===== src/rtl/warp_pkg.sv =====
// Package: opcode and branch-outcome encodings shared by the warp sequencer.
package warp_pkg;

    typedef enum logic [1:0] {
        OP_ALU  = 2'b00,
        OP_PALU = 2'b01,
        OP_CMP  = 2'b10,
        OP_BRA  = 2'b11
    } warp_op_e;

    typedef enum logic [1:0] {
        BR_NONE  = 2'b00,
        BR_TAKE  = 2'b01,
        BR_FALL  = 2'b10,
        BR_SPLIT = 2'b11
    } br_kind_e;

endpackage


===== src/rtl/warp_lane_enable.sv =====
// Module: per-lane write-enable decode and branch classification.
// Assumes the active mask is never empty while an instruction executes.
// Purely combinational; exec gates every output to its idle value.
module warp_lane_enable
    import warp_pkg::*;
#(
    parameter int LANES = 32
) (
    input  logic             exec,
    input  warp_op_e         op,
    input  logic [LANES-1:0] act,
    input  logic [LANES-1:0] pred,
    input  logic [LANES-1:0] cond,
    output logic [LANES-1:0] we,
    output logic [LANES-1:0] take_lanes,
    output logic [LANES-1:0] fall_lanes,
    output br_kind_e         kind
);

    // Purpose: split active lanes by condition, then decode enables and branch outcome.
    always_comb begin
        take_lanes = cond & act;
        fall_lanes = act & ~cond;
        we         = '0;
        kind       = BR_NONE;
        if (exec) begin
            unique case (op)
                OP_ALU:  we = act;
                OP_PALU: we = act & pred;
                OP_CMP:  we = '0;
                OP_BRA: begin
                    if (fall_lanes == '0)      kind = BR_TAKE;
                    else if (take_lanes == '0) kind = BR_FALL;
                    else                       kind = BR_SPLIT;
                end
                default: we = '0;
            endcase
        end
    end

endmodule


===== src/rtl/warp_reconv_stack.sv =====
// Module: merge stack holding, per split branch, the merge address, the
// waiting path address and lanes, the saved mask and a waiting flag.
// Assumes push and pop are never requested in the same cycle.
// A push while full is dropped and flagged through ovf.
module warp_reconv_stack #(
    parameter int DEPTH = 8,
    parameter int LANES = 32,
    parameter int PC_W  = 16,
    localparam int CW   = $clog2(DEPTH + 1),
    localparam int IW   = (DEPTH > 1) ? $clog2(DEPTH) : 1
) (
    input  logic             clk,
    input  logic             rst_n,
    input  logic             push,
    input  logic             pop,
    input  logic             take_pend,
    input  logic [PC_W-1:0]  in_rcv,
    input  logic [PC_W-1:0]  in_pend_pc,
    input  logic [LANES-1:0] in_pend_mask,
    input  logic [LANES-1:0] in_save_mask,
    output logic [PC_W-1:0]  top_rcv,
    output logic [PC_W-1:0]  top_pend_pc,
    output logic [LANES-1:0] top_pend_mask,
    output logic [LANES-1:0] top_save_mask,
    output logic             top_pend_vld,
    output logic [CW-1:0]    depth,
    output logic             empty,
    output logic             full,
    output logic             ovf
);

    logic [CW-1:0]    depth_q;
    logic [IW-1:0]    top_idx;
    logic [PC_W-1:0]  rcv_w       [DEPTH];
    logic [PC_W-1:0]  pend_pc_w   [DEPTH];
    logic [LANES-1:0] pend_mask_w [DEPTH];
    logic [LANES-1:0] save_mask_w [DEPTH];
    logic [DEPTH-1:0] pend_vld_w;

    assign empty   = (depth_q == '0);
    assign full    = (depth_q == CW'(DEPTH));
    assign ovf     = push && full;
    assign depth   = depth_q;
    assign top_idx = IW'(depth_q - CW'(1));

    // Purpose: one storage slot per stack level, written on push at its level.
    for (genvar g = 0; g < DEPTH; g++) begin : g_ent
        logic [PC_W-1:0]  rcv_r;
        logic [PC_W-1:0]  pend_pc_r;
        logic [LANES-1:0] pend_mask_r;
        logic [LANES-1:0] save_mask_r;
        logic             pend_vld_r;

        // Purpose: capture an entry on push; drop its waiting flag once that path starts.
        always_ff @(posedge clk) begin
            if (!rst_n) begin
                rcv_r       <= '0;
                pend_pc_r   <= '0;
                pend_mask_r <= '0;
                save_mask_r <= '0;
                pend_vld_r  <= 1'b0;
            end else if (push && !full && depth_q == CW'(g)) begin
                rcv_r       <= in_rcv;
                pend_pc_r   <= in_pend_pc;
                pend_mask_r <= in_pend_mask;
                save_mask_r <= in_save_mask;
                pend_vld_r  <= 1'b1;
            end else if (take_pend && !empty && top_idx == IW'(g)) begin
                pend_vld_r  <= 1'b0;
            end
        end

        assign rcv_w[g]       = rcv_r;
        assign pend_pc_w[g]   = pend_pc_r;
        assign pend_mask_w[g] = pend_mask_r;
        assign save_mask_w[g] = save_mask_r;
        assign pend_vld_w[g]  = pend_vld_r;
    end

    // Purpose: present the top entry; an empty stack shows zeros.
    always_comb begin
        top_rcv       = '0;
        top_pend_pc   = '0;
        top_pend_mask = '0;
        top_save_mask = '0;
        top_pend_vld  = 1'b0;
        if (!empty) begin
            top_rcv       = rcv_w[top_idx];
            top_pend_pc   = pend_pc_w[top_idx];
            top_pend_mask = pend_mask_w[top_idx];
            top_save_mask = save_mask_w[top_idx];
            top_pend_vld  = pend_vld_w[top_idx];
        end
    end

    // Purpose: track the number of live entries.
    always_ff @(posedge clk) begin
        if (!rst_n)                 depth_q <= '0;
        else if (push && !full)     depth_q <= depth_q + CW'(1);
        else if (pop && !empty)     depth_q <= depth_q - CW'(1);
    end

endmodule


===== src/rtl/warp_div_counter.sv =====
// Module: saturating counter of executed cycles run with a partial lane mask.
// Assumes inc is already qualified by the caller.
module warp_div_counter #(
    parameter int W = 16
) (
    input  logic         clk,
    input  logic         rst_n,
    input  logic         inc,
    output logic [W-1:0] count
);

    logic [W-1:0] cnt_q;

    // Purpose: count up on inc and hold at the maximum value.
    always_ff @(posedge clk) begin
        if (!rst_n)                  cnt_q <= '0;
        else if (inc && cnt_q != '1) cnt_q <= cnt_q + W'(1);
    end

    assign count = cnt_q;

endmodule


===== src/rtl/warp_lane_ctrl.sv =====
// Module: lockstep mask and program-counter sequencer for one warp.
// Holds the active mask, the predicates and the shared PC. Split branches run
// the taken lanes first, then the fall-through lanes, and merge back through a
// stack. Assumes the fetch unit presents the instruction at pc each cycle.
module warp_lane_ctrl
    import warp_pkg::*;
#(
    parameter int              LANES       = 32,
    parameter int              PC_W        = 16,
    parameter int              STACK_DEPTH = 8,
    parameter int              CNT_W       = 16,
    parameter logic [PC_W-1:0] START_PC    = '0,
    localparam int             DW          = $clog2(STACK_DEPTH + 1)
) (
    input  logic             clk,
    input  logic             rst_n,
    input  logic             instr_valid,
    input  logic [1:0]       instr_op,
    input  logic [LANES-1:0] lane_cond,
    input  logic [PC_W-1:0]  br_target,
    input  logic [PC_W-1:0]  br_reconv,
    output logic [LANES-1:0] lane_we,
    output logic [PC_W-1:0]  pc,
    output logic [LANES-1:0] active_mask,
    output logic [LANES-1:0] pred_mask,
    output logic [DW-1:0]    stack_depth,
    output logic [CNT_W-1:0] div_cycles,
    output logic             stack_err
);

    localparam logic [LANES-1:0] ALL_LANES = '1;

    logic [PC_W-1:0]  pc_q;
    logic [LANES-1:0] act_q;
    logic [LANES-1:0] pred_q;
    logic             err_q;

    warp_op_e         op;
    br_kind_e         kind;
    logic [LANES-1:0] take_lanes;
    logic [LANES-1:0] fall_lanes;
    logic [PC_W-1:0]  pc_inc;

    logic             at_merge;
    logic             exec;
    logic             push;
    logic             pop;
    logic             take_pend;

    logic [PC_W-1:0]  top_rcv;
    logic [PC_W-1:0]  top_pend_pc;
    logic [LANES-1:0] top_pend_mask;
    logic [LANES-1:0] top_save_mask;
    logic             top_pend_vld;
    logic             stk_empty;
    logic             stk_full;
    logic             stk_ovf;

    assign op        = warp_op_e'(instr_op);
    assign pc_inc    = pc_q + PC_W'(1);
    assign at_merge  = !stk_empty && (pc_q == top_rcv);
    assign exec      = instr_valid && !at_merge;
    assign push      = (kind == BR_SPLIT);
    assign take_pend = at_merge && top_pend_vld;
    assign pop       = at_merge && !top_pend_vld;

    warp_lane_enable #(
        .LANES (LANES)
    ) u_enable (
        .exec       (exec),
        .op         (op),
        .act        (act_q),
        .pred       (pred_q),
        .cond       (lane_cond),
        .we         (lane_we),
        .take_lanes (take_lanes),
        .fall_lanes (fall_lanes),
        .kind       (kind)
    );

    warp_reconv_stack #(
        .DEPTH (STACK_DEPTH),
        .LANES (LANES),
        .PC_W  (PC_W)
    ) u_stack (
        .clk           (clk),
        .rst_n         (rst_n),
        .push          (push),
        .pop           (pop),
        .take_pend     (take_pend),
        .in_rcv        (br_reconv),
        .in_pend_pc    (pc_inc),
        .in_pend_mask  (fall_lanes),
        .in_save_mask  (act_q),
        .top_rcv       (top_rcv),
        .top_pend_pc   (top_pend_pc),
        .top_pend_mask (top_pend_mask),
        .top_save_mask (top_save_mask),
        .top_pend_vld  (top_pend_vld),
        .depth         (stack_depth),
        .empty         (stk_empty),
        .full          (stk_full),
        .ovf           (stk_ovf)
    );

    warp_div_counter #(
        .W (CNT_W)
    ) u_divcnt (
        .clk   (clk),
        .rst_n (rst_n),
        .inc   (exec && (act_q != ALL_LANES)),
        .count (div_cycles)
    );

    // Purpose: advance PC, mask and predicates for a switch cycle or an executed instruction.
    always_ff @(posedge clk) begin
        if (!rst_n) begin
            pc_q   <= START_PC;
            act_q  <= ALL_LANES;
            pred_q <= '0;
        end else if (at_merge) begin
            if (top_pend_vld) begin
                pc_q  <= top_pend_pc;
                act_q <= top_pend_mask;
            end else begin
                act_q <= top_save_mask;
            end
        end else if (exec) begin
            unique case (op)
                OP_ALU, OP_PALU: pc_q <= pc_inc;
                OP_CMP: begin
                    pred_q <= (pred_q & ~act_q) | (lane_cond & act_q);
                    pc_q   <= pc_inc;
                end
                OP_BRA: begin
                    if (kind == BR_FALL) begin
                        pc_q <= pc_inc;
                    end else begin
                        pc_q <= br_target;
                    end
                    if (kind == BR_SPLIT) act_q <= take_lanes;
                end
                default: pc_q <= pc_inc;
            endcase
        end
    end

    // Purpose: latch a stack overflow until reset.
    always_ff @(posedge clk) begin
        if (!rst_n)       err_q <= 1'b0;
        else if (stk_ovf) err_q <= 1'b1;
    end

    assign pc          = pc_q;
    assign active_mask = act_q;
    assign pred_mask   = pred_q;
    assign stack_err   = err_q;

    // stk_full is consumed inside the stack through ovf; tied here for reference.
    logic unused_full;
    assign unused_full = stk_full;

endmodule


===== config.mk =====
export PLATFORM = sky130hd
export DESIGN_NAME = warp_lane_ctrl
export DESIGN_NICKNAME = d
export VERILOG_FILES = /design/src/rtl/warp_pkg.sv /design/src/rtl/warp_lane_enable.sv /design/src/rtl/warp_reconv_stack.sv /design/src/rtl/warp_div_counter.sv /design/src/rtl/warp_lane_ctrl.sv
export SDC_FILE = /design/constraint.sdc
export NUM_CORES = 2
export LEC_CHECK = 0
export ABC_AREA = 1
export BUFFER_PORTS_ARGS = -buffer_cell sky130_fd_sc_hd__buf_2
export CAP_MARGIN = 20
export CORE_UTILIZATION = 35
export CTS_CLUSTER_DIAMETER = 80
export DETAILED_ROUTE_END_ITERATION = 8
export PLACE_DENSITY = 0.61
export SKIP_CTS_REPAIR_TIMING = 1
export SLEW_MARGIN = 10
export SYNTH_ARGS = -nofsm -noshare
export SYNTH_HDL_FRONTEND = slang
export SYNTH_HIERARCHICAL = 1
export SYNTH_SLANG_ARGS = --single-unit

===== constraint.sdc =====
create_clock -name clk -period 5 [get_ports clk]
set_input_delay 0.25 -clock clk [delete_from_list [all_inputs] [get_ports clk]]
set_output_delay 0.25 -clock clk [all_outputs]
set_load 0.1 [all_outputs]

### After elaboration in Yosys (flattened, before gate mapping)

Cells that the tools add are included.

* register bits after elaboration: 877
* bits of input ports: 69
* output and inout bits: 133

* add/subtract/negate cells: 4
* $lt $le $gt $ge: 2
* equality and inequality tests: 24
* muxes and demuxes: 53
* bitwise operators: 9
* reduce and logical (&&, ||, !) cells: 51

Operators with widths (number)
* $mux W32: 12
* $bmux W32 S3: 2
* $mux W16: 10
* $and A32 B32 Y32: 4
* $bmux W16 S3: 2
* $logic_not A32 Y1: 2
* $not A32 Y32: 2
* $pmux W32 S2: 1
* $add A16 B1 Y16 const B: 2
* $ne A32 B32 Y1 const B: 1
* $or A32 B32 Y32: 1
* $pmux W16 S2: 1
* $logic_and A1 B1 Y1: 26
* $reduce_bool A2 Y1: 12
* $mux W1: 19
* $eq A16 B16 Y1: 1
* $eq A4 B3 Y1 const B: 4
* $ne A16 B16 Y1 const B: 1
* $eq A3 B3 Y1 const B: 4
* $eq A2 B2 Y1 const B: 4
* $eq A4 B2 Y1 const B: 2
* $mux W4: 2
* $eq A3 B2 Y1 const B: 2
* $mux W2: 3
* other kinds (19): 23

### Longest topological paths before layout

* depth after elaboration: 16
* gate-level depth with buffers: 35

### Hierarchy

Netlist, hierarchy kept.

By module, submodules not included
* warp_reconv_stack: times used 1, cells an instance 5250, area an instance 35190.0 um^2, sequential area each 15615.0 um^2
* warp_lane_ctrl: times used 1, cells an instance 854, area an instance 5222.5 um^2, sequential area each 1621.6 um^2
* warp_lane_enable: times used 1, cells an instance 283, area an instance 1147.4 um^2, sequential area each 0.0 um^2
* warp_div_counter: times used 1, cells an instance 149, area an instance 996.0 um^2, sequential area each 320.3 um^2

### Worst setup path before layout

Ideal clock, no wire load.

* path kind: register to output
* start point: register u_stack.depth_q[0] (netlist: u_stack/depth[0])
* end point: output lane_we[10]
* data arrival time: 5551 ps
* setup slack: -801 ps
* cell stages (with the launch flop): 27
* buffers on the path: 9
* cell sequence: dfxtp_1 -> buf_2 -> inv_2 -> buf_2 -> buf_2 -> buf_2 -> ha_1 -> clkbuf_1 -> clkbuf_1 -> buf_1 -> a21oi_1 -> o21ai_0 -> nand3_1 -> and3_1 -> inv_1 -> nand2_1 -> nand2_1 -> nor2_1 -> nand2_1 -> nor2_4 -> nand3_4 -> nand2_4 -> buf_2 -> inv_1 -> nand2_1 -> buf_2 -> nor2_1

* word-level cells in the longest chain between the ends: 11
* elaborated cells on any way between the ends: 13

Ends and longest elaborated chain
* start: declaration: line warp_reconv_stack.sv:32 `logic [CW-1:0] depth_q;`
* start signal: assignment: line warp_reconv_stack.sv:99 `else if (push && !full) depth_q <= depth_q + CW'(1);`
* start signal: assignment: line warp_reconv_stack.sv:100 `else if (pop && !empty) depth_q <= depth_q - CW'(1);`
* $sub A4 B1 Y4: line warp_reconv_stack.sv:44 `assign top_idx = IW'(depth_q - CW'(1));`
* $not A3 Y4 (implied by the code): line warp_reconv_stack.sv:88 `top_rcv = rcv_w[top_idx];`
* $bmux W16 S3: line warp_reconv_stack.sv:88
* $mux W16 (implied by the code) (2 in a row): line warp_reconv_stack.sv:88
* $mux W16 *: line warp_reconv_stack.sv:87 `if (!empty) begin`
* named net top_rcv[0]: line warp_lane_ctrl.sv:50 `logic [PC_W-1:0] top_rcv;`
* $eq A16 B16 Y1 *: line warp_lane_ctrl.sv:61 `assign at_merge = !stk_empty && (pc_q == top_rcv);`
* $logic_and A1 B1 Y1 *: line warp_lane_ctrl.sv:61
* $logic_not A1 Y1 *: line warp_lane_ctrl.sv:62 `assign exec = instr_valid && !at_merge;`
* $logic_and A1 B1 Y1 *: line warp_lane_ctrl.sv:62
* named net exec: line warp_lane_ctrl.sv:45 `logic exec;`
* $mux W32 *: line warp_lane_enable.sv:26 `if (exec) begin`
* end: declaration: line warp_lane_ctrl.sv:22 `output logic [LANES-1:0] lane_we,`

The timed path passes the listed nets; every way through them passes the cells marked *. The select of a mux whose other input is x is not followed.

### Final worst setup path

* start point: register u_stack.depth_q[1] (netlist: u_stack/depth[1])
* end point: register u_stack.g_ent[6].pend_mask_r[29]

* word-level cells in the longest chain between the ends: 14
* elaborated cells on any way between the ends: 19

Ends and longest elaborated chain
* $sub A4 B1 Y4: line warp_reconv_stack.sv:44
* $not A3 Y4 (implied by the code): line warp_reconv_stack.sv:88
* $bmux W16 S3: line warp_reconv_stack.sv:88
* $mux W16 (implied by the code) (2 in a row): line warp_reconv_stack.sv:88
* $mux W16 *: line warp_reconv_stack.sv:87
* named net top_rcv[0]: line warp_lane_ctrl.sv:50
* $eq A16 B16 Y1 *: line warp_lane_ctrl.sv:61
* $logic_and A1 B1 Y1 *: line warp_lane_ctrl.sv:61
* $logic_not A1 Y1 *: line warp_lane_ctrl.sv:62
* $logic_and A1 B1 Y1 *: line warp_lane_ctrl.sv:62
* named net exec: line warp_lane_ctrl.sv:45
* $mux W2 *: line warp_lane_enable.sv:26
* named net kind[0]: line warp_lane_ctrl.sv:39 `br_kind_e kind;`
* $eq A2 B2 Y1 *: line warp_lane_ctrl.sv:63 `assign push = (kind == BR_SPLIT);`
* named net push: line warp_lane_ctrl.sv:46 `logic push;`
* $logic_and A1 B1 Y1 * (2 in a row): line warp_reconv_stack.sv:62 `end else if (push && !full && depth_q == CW'(g)) begin`
* end signal: assignment: line warp_reconv_stack.sv:65 `pend_mask_r <= in_pend_mask;`
* end: declaration: line warp_reconv_stack.sv:50 `logic [LANES-1:0] pend_mask_r;`

Marked as above.
A chain may end at the register's enable or synchronous reset.

==> impl_metrics.json <==
{
  "finalSetupViolCount": 0,
  "fin_area_sq_mm": 0.04854,
  "clkPwrFrac": 0.472,
  "period_share": 0.9466,
  "gp_congestion": 0.8457,
  "ir_drop_v": 0.0003097,
  "die_area_sq_mm": 0.1230,
  "utilization": 0.4035,
  "end_kind": "register",
  "cts_root_buffer": "clkbuf_16",
  "drtAntennaViolNets": 0,
  "mostFrequentLayoutCell": "nor2_1",
  "wl_per_cell_um": 17.98,
  "finalMaxSlewViolations": 0,
  "grt_overflow": 0,
  "n_antenna_cell": 0,
  "num_vias": 42742,
  "rows": 127,
  "portBuffers": 201,
  "regArea_sq_mm": 0.01756,
  "violations": "hold timing",
  "worstPathArrival_ns": 5.34,
  "num-nets-final": 6563,
  "chipWidth_um": 350.7,
  "hp-class": "in2reg",
  "drt_iter0_drc": 4195,
  "fillers": 12613,
  "worstSetupPathType": "reg2reg",
  "hold_viol_final": 3,
  "min_period_ns": 4.733,
  "multiInputGateArea_sq_mm": 0.02094,
  "cap_violations": 0,
  "hold_depth": 7,
  "hold-worst-slack_ns": -0.01970,
  "htreeDepth": 3,
  "cts_made_buffers": 100,
  "status": "finished, violations left",
  "worst_slew_pin_slew_ns": 1.156,
  "syn_inst": 6535,
  "antenna_found_initial": 0,
  "fin_worst_skew_ns": 0.04534,
  "start_util": 0.3537,
  "grt_pass1_wl_um": 224400,
  "p_sw_frac": 0.2590,
  "drive_gt1_frac": 0.08455,
  "p_per_area_mw_per_mm2": 324.5,
  "syn_avg_cell_area_sq_um": 6.511,
  "drc": 0,
  "cp_max_fo": 58,
  "combPwrFrac": 0.078,
  "clk_pin_slew_worst_paths_ns": 0.06,
  "grt_max_degree": 215,
  "area_growth_pct": 14.07,
  "switchingPower_uw": 4078,
  "leakage_uw": 0.02073,
  "cp-start-kind": "register",
  "io_pins": 202,
  "first_pass_iters": 6,
  "dpl.hpwl_um": 81260,
  "die_y_um": 350.7,
  "rsz0062_at_grt": "no",
  "grt_pass1_vias": 37790,
  "gr-usage-all-layers": 0.2296,
  "synth_nets": 6611,
  "clock_latency_ns": 0.70,
  "core_area_sq_mm": 0.1203,
  "synth-warning-count": 6,
  "worst_ep_required_time_ns": 5.61,
  "syn_area_sq_mm": 0.04255,
  "mostFrequentLayoutCells": "1,318 x nor2_1, 1,190 x nand2_1, 876 x dfxtp_1, 691 x o21ai_0, 568 x inv_1",
  "timing.fmax_ghz": 0.2113,
  "clock-sinks": 877,
  "relSlewSlack": 0.2221,
  "ff2ff_setup_slack_ns": 0.27,
  "p_seq_frac": 0.449,
  "place_area_sq_mm": 0.04472,
  "cts_buffer_depth": 3,
  "fin_setup_tns_ns": 0,
  "cts_tree": "built",
  "vias_per_cell": 5.228,
  "p_int_uw": 11670,
  "r2r_cells": 26,
  "wl_um": 147000
}
==> cell type report <==
type                    count  area share
flip-flops and latches    877      0.3618
clock buffers             147     0.05960
multi-input cells        4579      0.4313
repair buffers            340     0.05179
inverters                 589     0.04601
clock inverters            32    0.007914
well taps                1612     0.04155
==> state kept, by name (all words and copies together), names as in the netlist, named ones only <==
| register | count |
|---|---|
| u_stack/g_ent.pend_mask_r | 256 |
| u_divcnt/count | 16 |
| stack_err | 1 |
| u_stack/g_ent.rcv_r | 128 |
| u_stack/g_ent.pend_vld_r | 8 |
| u_stack/g_ent.save_mask_r | 256 |
| pc | 16 |
| active_mask | 32 |
| u_stack/g_ent.pend_pc_r | 128 |
| u_stack/depth | 4 |
==> metrics by stage <==
stage	total power, uW	worst slack (ns)	cells
2_1_floorplan	8066	0.01336	6535
3_3_place_gp	8411	0.3707	7944
3_5_place_dp	8418	0.2593	7944
4_1_cts	15830	0.1873	8123
5_1_grt	16240	0.01619	8176
6_report	15750	0.2668	8176
==> critical path, cell delays in order, from the launching register on <==
cell	delay (ns)
dfxtp_1	0.33
inv_1	0.12
ha_1	0.26
xnor2_2	0.27
buf_12	0.36
nand3_1	0.15
and3_1	0.22
inv_1	0.10
nand2_1	0.06
nand2_1	0.09
nor2_1	0.04
nand2_1	0.09
nor2_4	0.08
nand3_4	0.11
nand2_4	0.05
inv_1	0.07
nand3_1	0.10
a21oi_1	0.22
nand2_1	0.08
inv_1	0.24
nand2_1	0.23
inv_4	0.34
nand3_4	0.37
buf_12	0.34
nand2_1	0.10
nand2_1	0.05
nor2_1	0.13
==> worst paths after layout <==
kind,from,to
hold reg to reg,u_stack/g_ent[0].save_mask_r[5],u_stack/g_ent[0].save_mask_r[5]
setup / recovery,u_stack/depth[1],u_stack/g_ent[6].pend_mask_r[29]
setup reg to reg,u_stack/depth[1],u_stack/g_ent[6].pend_mask_r[29]
hold / removal,br_target[3],pc[3]
==> power by group through the flow <==
stage | Combinational (uW) | Clock (uW) | Sequential [uW]
2_1_floorplan | 659 | 0 | 7410
3_3_place_gp | 1180 | 0 | 7230
3_5_place_dp | 1190 | 0 | 7230
4_1_cts | 1190 | 7560 | 7070
5_1_grt | 1330 | 7840 | 7070
6_report | 1240 | 7440 | 7080
==> routing by layer <==
metal	wire [um]	vias to the layer above	share of wire	track usage
met2	66070	1673	0.45	0.3690
met5	0	-	0	0
li1	-	20862	-	-
met1	66360	19954	0.45	0.3219
met4	3617	0	0.025	0.06372
met3	10990	253	0.075	0.02725
Power figures use the tool's default switching activity.
